`src/rtl/fifo_trig_pkg.sv`:
```
package fifo_trig_pkg;

    typedef enum logic {
        DIR_TX = 1'b0,
        DIR_RX = 1'b1
    } trig_dir_e;

    // Fixed receive levels selected by the FCR code
    function automatic int unsigned rx_fallback(input logic [1:0] sel);
        unique case (sel)
            2'd0:    return 8;
            2'd1:    return 16;
            2'd2:    return 56;
            default: return 60;
        endcase
    endfunction

    // Fixed transmit levels (free spaces) selected by the FCR code
    function automatic int unsigned tx_fallback(input logic [1:0] sel);
        unique case (sel)
            2'd0:    return 8;
            2'd1:    return 16;
            2'd2:    return 32;
            default: return 56;
        endcase
    endfunction

endpackage

```
`src/rtl/fifo_trig_reg.sv`:
```
module fifo_trig_reg #(
    parameter int REG_W = 8
) (
    input  logic             clk,
    input  logic             rst_n,
    input  logic             wr_en,
    input  logic [REG_W-1:0] wr_data,
    input  logic             enh_en,
    input  logic             mode_en,
    output logic [REG_W-1:0] reg_q
);

    logic wr_ok;

    assign wr_ok = wr_en && enh_en && mode_en;

    always_ff @(posedge clk or negedge rst_n) begin
        if (!rst_n) begin
            reg_q <= '0;
        end else if (wr_ok) begin
            reg_q <= wr_data;
        end
    end

endmodule

```
`src/rtl/fifo_trig_level.sv`:
```
module fifo_trig_level
    import fifo_trig_pkg::*;
#(
    parameter trig_dir_e DIR     = DIR_TX,
    parameter int        FIELD_W = 4,
    parameter int        STEP    = 4,
    parameter int        CNT_W   = 7
) (
    input  logic [FIELD_W-1:0] field,
    input  logic [1:0]         fcr_sel,
    output logic [CNT_W-1:0]   level
);

    logic [CNT_W-1:0] fb_level;
    logic [CNT_W-1:0] prog_level;

    generate
        if (DIR == DIR_RX) begin : g_rx
            always_comb fb_level = CNT_W'(rx_fallback(fcr_sel));
        end else begin : g_tx
            always_comb fb_level = CNT_W'(tx_fallback(fcr_sel));
        end
    endgenerate

    assign prog_level = CNT_W'(field) * CNT_W'(STEP);
    assign level      = (field == '0) ? fb_level : prog_level;

endmodule

```
`src/rtl/fifo_trig_cmp.sv`:
```
module fifo_trig_cmp #(
    parameter int CNT_W = 7
) (
    input  logic [CNT_W-1:0] count,
    input  logic [CNT_W-1:0] level,
    output logic             trig
);

    assign trig = (count >= level);

endmodule

```
`src/rtl/fifo_trig_sel.sv`:
```
module fifo_trig_sel
    import fifo_trig_pkg::*;
#(
    parameter int DEPTH   = 64,
    parameter int FIELD_W = 4,
    parameter int STEP    = 4
) (
    input  logic                       clk,
    input  logic                       rst_n,
    input  logic                       wr_en,
    input  logic [2*FIELD_W-1:0]       wr_data,
    input  logic                       enh_en,
    input  logic                       mode_en,
    input  logic [1:0]                 fcr_tx_sel,
    input  logic [1:0]                 fcr_rx_sel,
    input  logic [$clog2(DEPTH+1)-1:0] tx_free,
    input  logic [$clog2(DEPTH+1)-1:0] rx_count,
    output logic                       tx_trig,
    output logic                       rx_trig
);

    localparam int CNT_W = $clog2(DEPTH + 1);
    localparam int REG_W = 2 * FIELD_W;
    localparam int NDIR  = 2;

    logic [REG_W-1:0] reg_q;
    logic [1:0]       sel_a  [NDIR];
    logic [CNT_W-1:0] cnt_a  [NDIR];
    logic [CNT_W-1:0] lvl_a  [NDIR];
    logic             trig_a [NDIR];

    fifo_trig_reg #(.REG_W(REG_W)) u_reg (
        .clk     (clk),
        .rst_n   (rst_n),
        .wr_en   (wr_en),
        .wr_data (wr_data),
        .enh_en  (enh_en),
        .mode_en (mode_en),
        .reg_q   (reg_q)
    );

    // index 0: transmit (low field), index 1: receive (high field)
    assign sel_a[0] = fcr_tx_sel;
    assign sel_a[1] = fcr_rx_sel;
    assign cnt_a[0] = tx_free;
    assign cnt_a[1] = rx_count;

    generate
        for (genvar d = 0; d < NDIR; d++) begin : g_dir
            fifo_trig_level #(
                .DIR     ((d == 1) ? DIR_RX : DIR_TX),
                .FIELD_W (FIELD_W),
                .STEP    (STEP),
                .CNT_W   (CNT_W)
            ) u_level (
                .field   (reg_q[d*FIELD_W +: FIELD_W]),
                .fcr_sel (sel_a[d]),
                .level   (lvl_a[d])
            );

            fifo_trig_cmp #(.CNT_W(CNT_W)) u_cmp (
                .count (cnt_a[d]),
                .level (lvl_a[d]),
                .trig  (trig_a[d])
            );
        end
    endgenerate

    assign tx_trig = trig_a[0];
    assign rx_trig = trig_a[1];

endmodule

```
`config.mk`:
```
export PLATFORM = sky130hd
export DESIGN_NAME = fifo_trig_sel
export DESIGN_NICKNAME = d
export VERILOG_FILES = /design/src/rtl/fifo_trig_pkg.sv /design/src/rtl/fifo_trig_reg.sv /design/src/rtl/fifo_trig_level.sv /design/src/rtl/fifo_trig_cmp.sv /design/src/rtl/fifo_trig_sel.sv
export SDC_FILE = /design/constraint.sdc
export NUM_CORES = 1
export LEC_CHECK = 0
export BUFFER_PORTS_ARGS = -buffer_cell sky130_fd_sc_hd__buf_4
export CORE_UTILIZATION = 43
export DETAILED_ROUTE_END_ITERATION = 10
export MAX_ROUTING_LAYER = met4
export PLACE_DENSITY = 0.77
export SYNTH_ARGS = -nofsm -noshare
export SYNTH_HDL_FRONTEND = slang
export SYNTH_SLANG_ARGS = --single-unit
```
`constraint.sdc`:
```
create_clock -name clk -period 1.65 [get_ports clk]
set_input_delay 0 -clock clk [delete_from_list [all_inputs] [get_ports clk]]
set_output_delay 0 -clock clk [all_outputs]
set_load 0.05 [all_outputs]
```
After elaboration in Yosys (flattened, before gate mapping)
Index checks and enable logic that the tools add are counted.

word-level totals
  flip-flop bits (word level) = 8
  bits of input ports = 31
  output and inout port bits = 2

cells by class
  order comparisons = 2
  equality and inequality tests = 4
  multiplexer cells = 4
  reduce and logical (&&, ||, !) cells = 6

operators by type and width
  kind                                           count
  case mux 6 bit (3 select lines)                2
  >= comparator 7 x 6 -> 1 bit                   2
  2-to-1 mux 6 bit                               2
  logical NOT 4 bit                              2
  == test 2 x 1 -> 1 bit, second input constant  2
  == test 2 bit, second input constant           2
  logical NOT 2 bit                              2
  logical AND 1 bit                              2

Depth between registers and ports, before layout
  depth in word-level cells = 4
  mapped depth = 9
  gate-level depth less buffers = 9

Modules after synthesis
From an unflattened synthesis, not the netlist that was laid out.

second synthesis, totals
  cells, all modules = 95
  area, all modules = 849.6 sq um

modules (own cells, without submodules)
  module                               times used  cells an instance  area each (sq um)  sequential area each (sq um)
  fifo_trig_cmp                        2           23                 166.4              0.0
  fifo_trig_reg                        1           17                 307.8              200.2
  fifo_trig_level at g_dir[0].u_level  1           18                 120.1              0.0
  fifo_trig_level at g_dir[1].u_level  1           14                 88.8               0.0

Worst setup path before layout
No wires, ideal clock.

  kind = flip-flop to output port
  from = register u_reg.reg_q[5]
  to = output rx_trig
  data arrival time = 2155 ps
  required time = 1650 ps
  slack = -505 ps
  cell stages (with the launch flop) = 6
  path buffers = 0
  cells stage by stage = dfrtp_1 nor3b_1 a21oi_1 ha_1 nand3_1 o21ai_0

between the ends
  cells in the longest elaborated chain, start to end = 3

ends and longest elaborated chain
  what                              line                   text
  start, declared                   fifo_trig_reg.sv:10    output logic [REG_W-1:0] reg_q
  start signal, assigned            fifo_trig_reg.sv:21    reg_q <= wr_data;
  logical NOT 4 bit                 fifo_trig_level.sv:26  assign level = (field == '0) ? fb_level : prog_level;
  2-to-1 mux 6 bit (*)              fifo_trig_level.sv:26
  >= comparator 7 x 6 -> 1 bit (*)  fifo_trig_cmp.sv:9     assign trig = (count >= level);
  end, declared                     fifo_trig_sel.sv:19    output logic rx_trig

Every way passes the cells marked *; elsewhere a longest branch is shown, timed or not.

Worst setup path after layout
  from = register u_reg.reg_q[1]
  to = output tx_trig

between the ends
  cells in the longest elaborated chain, start to end = 3

ends and longest elaborated chain
  what                              line                   text
  logical NOT 4 bit                 fifo_trig_level.sv:26
  2-to-1 mux 6 bit (*)              fifo_trig_level.sv:26
  >= comparator 7 x 6 -> 1 bit (*)  fifo_trig_cmp.sv:9
  end, declared                     fifo_trig_sel.sv:18    output logic tx_trig,

Marks and branches as above.

==> results.md <==
* Status: finished, violations left
* Failing checks: setup timing
* Total global routing overflow at 0
* Slew margin rel. at 0.858
* Number of cell rows at 13
* CP max stage delay at 400 ps
* Tcrit/Tclk final at 1.15
* FF-to-FF Start: u_reg.reg_q[0]$_DFFE_PN0P_
* Maximum root-to-sink buffer count at 2
* Pre-CTS worst setup slack at -95.8 ps
* Max reg flops at 8
* Final Hold Slack at 107 ps
* Synthesized flop and latch total at 8
* Post-synth top cells: ha_1, nor2_1, dfrtp_1, mux2_2, inv_1
* Avg Inst Size Synth at 9.91 um^2
* Final instance area at 1110 um^2
* Cell Area, Synth at 634 um^2
* DP HPWL at 1.09 mm
* Synth top area share at 0.316
* Vias at 649
* Fmax at 527 MHz
* Endpoint class of the critical path: output pin
* Gp weighted congestion at 0.835
* Net count after synthesis at 106
* Arrival @ worst endpoint at 1900 ps
* Maxcap violations at 0
* I/O pin count at 33
* GRT Total Usage at 0.230
* Antenna violations before repair at 0
* Pwr per Cell Area at 739 nW/um^2
* Final wirelength at 1.62 mm
* Number of setup violations in the final report at 2
* Synth top area cells: dfrtp_1, ha_1, mux2_2, nor2_1, inv_1
* Largest net degree at the start of global routing at 9
* R2R depth at 2
* CP Cell Sequence: buf_4 -> nor4_2 -> nor2_1 -> ha_1 -> a211oi_2 -> o21ai_2 -> buf_6
* Critical path required time at 1650 ps
* Setup Crit Path Kind: reg -> out
* Top reg by flops: u_reg.reg_q
* Reg2reg end: u_reg.reg_q[0]$_DFFE_PN0P_
* RSZ-0062 raised after global routing: yes
* Final nets at 157
* Crit-path slowest cell: dfrtp_1
* Wire length per cell at 12.7 um
* Final Hold Fails at 0
* Drt first-iter violations at 1
* WP buf/inv at 2
* Clock sinks at 8
* Core ar. at 1330 um^2
* Sequential fraction of the synthesis area at 0.316
* LEAKAGE at 0.553 nW
* Placed cell areas at 935 um^2
* Biggest regs: u_reg.reg_q x8
* Share of cells above drive strength 1 at 0.531
* Fin crit period at 1900 ps
* CTS tree: built
* Post-synth cell types at 21
* Root Buffer: clkbuf_4
* Via density at 5.07
* Synth Flop Type: dfrtp_1
* Initial Utilization at 0.476
* Startpoint Class: flop
* Slew Viols, Final at 0
* Post-synth top area cell: dfrtp_1
* Die X-Extent at 40.4 um
* Drt pass-1 iters at 2
* Post-route setup slack at -246 ps
* Worst VDD drop at 0.629 mV
* H-tree levels at 1
* Number of synthesized flops with an enable pin at 0
* # port buffers at 32
* CTS Buf Count at 3
* Hold Crit Class: in -> async
* Die height at 40.4 um
* Most frequent cell after synthesis: ha_1
* Final ANT Viol Nets at 0
* Clock transition at the registers of the reported paths at 50 ps
* Final Skew at 0 ps
* Antenna fix cells at 0
* Async set-reset flop share out of synthesis at 1.00
* Clock latency on the worst-skew pair at 250 ps
* Ys Warns at 0
* Gate Count Post-Synth at 64
* Vias in the first global route at 615
* Slew @ Worst Pin at 211 ps
* Area Overhead vs Synth at 75.5%
* Residual DRC at 0
* First-pass GRT wire length at 2.39 mm
* Cell family with most CP delay: flip-flops
* R2R setup slack at 690 ps
* Die area at 1630 um^2
* Critical path fanouts, max at 3
placed cells by master (no fill, tap or decap), drive strengths merged, types with 3 or more instances in the layout:
cell	instances
buf	38
clkbuf	3
dfrtp	8
dlygate4sd3	9
ha	11
inv	5
mux2	8
nand3	3
nor2	9
nor4	3
cell type report:
cell class | instances | area, um^2
clock buffer | 3 | 22.5
fill | 84 | 220
tap | 15 | 18.8
inverter | 5 | 18.8
sequential | 8 | 200
timing repair buffer | 47 | 383
multi-input combinational | 50 | 470
report_power, final:
| part | total [W] | internal (W) | switching [W] |
|---|---|---|---|
| Clock | 0.000143 | 0.0000828 | 0.0000602 |
| Sequential | 0.000278 | 0.000234 | 0.0000438 |
| Combinational | 0.000402 | 0.000223 | 0.000178 |
worst register-to-register path, cell delays in order, from the launching register on:
cell and delay [ps]:
dfrtp_1 430, buf_4 160, mux2_2 250
metal layers:
metal  global-route usage  up-vias  routed length, um
met1                0.240      291                606
met5                    -        -                  0
met4               0.0750        0                 31
met2                0.433       22                903
li1                     -      332                  -
met3               0.0333        4                 80
kinds of logic after synthesis:
logic type      Yosys count  synth area share
buf+inv                   6            0.0355
simple gates             21             0.187
compound gates           10             0.103
flops                     8             0.316
mux                       8             0.142
fa+ha+maj                11             0.217
how the worst max path moves through the flow:
| stage | from | endpoint | slack (ps) | cells past startpoint |
|---|---|---|---|---|
| after floorplan | u_reg.reg_q[0]$_DFFE_PN0P_ | tx_trig | 4 | 6 |
| after global placement | u_reg.reg_q[0]$_DFFE_PN0P_ | tx_trig | -80 | 7 |
| after detailed placement | u_reg.reg_q[0]$_DFFE_PN0P_ | tx_trig | -100 | 7 |
| after CTS | u_reg.reg_q[3]$_DFFE_PN0P_ | tx_trig | -250 | 7 |
| after global routing | u_reg.reg_q[1]$_DFFE_PN0P_ | tx_trig | -390 | 7 |
| final | u_reg.reg_q[1]$_DFFE_PN0P_ | tx_trig | -250 | 7 |
stage by stage:
step / cells / utilization / power (W) / setup TNS [ps]
2_1_floorplan: 64 / - / 0.000456 / 0
3_3_place_gp: 115 / 0.701 / 0.000590 / -125
3_5_place_dp: 115 / 0.701 / 0.000602 / -143
4_1_cts: 128 / 0.808 / 0.000797 / -462
5_1_grt: 128 / 0.835 / 0.000890 / -710
6_report: 128 / 0.835 / 0.000822 / -485
timing repair:
item                                    4_1_cts  5_1_grt
gates resized for setup                       5        7
pin swaps                                     5        1
hold buffers                                  9        0
setup buffers                                 1        0
hold endpoints to repair                     16        0
endpoints found under the setup margin        2        2
(Power assumes the default switching activity.)
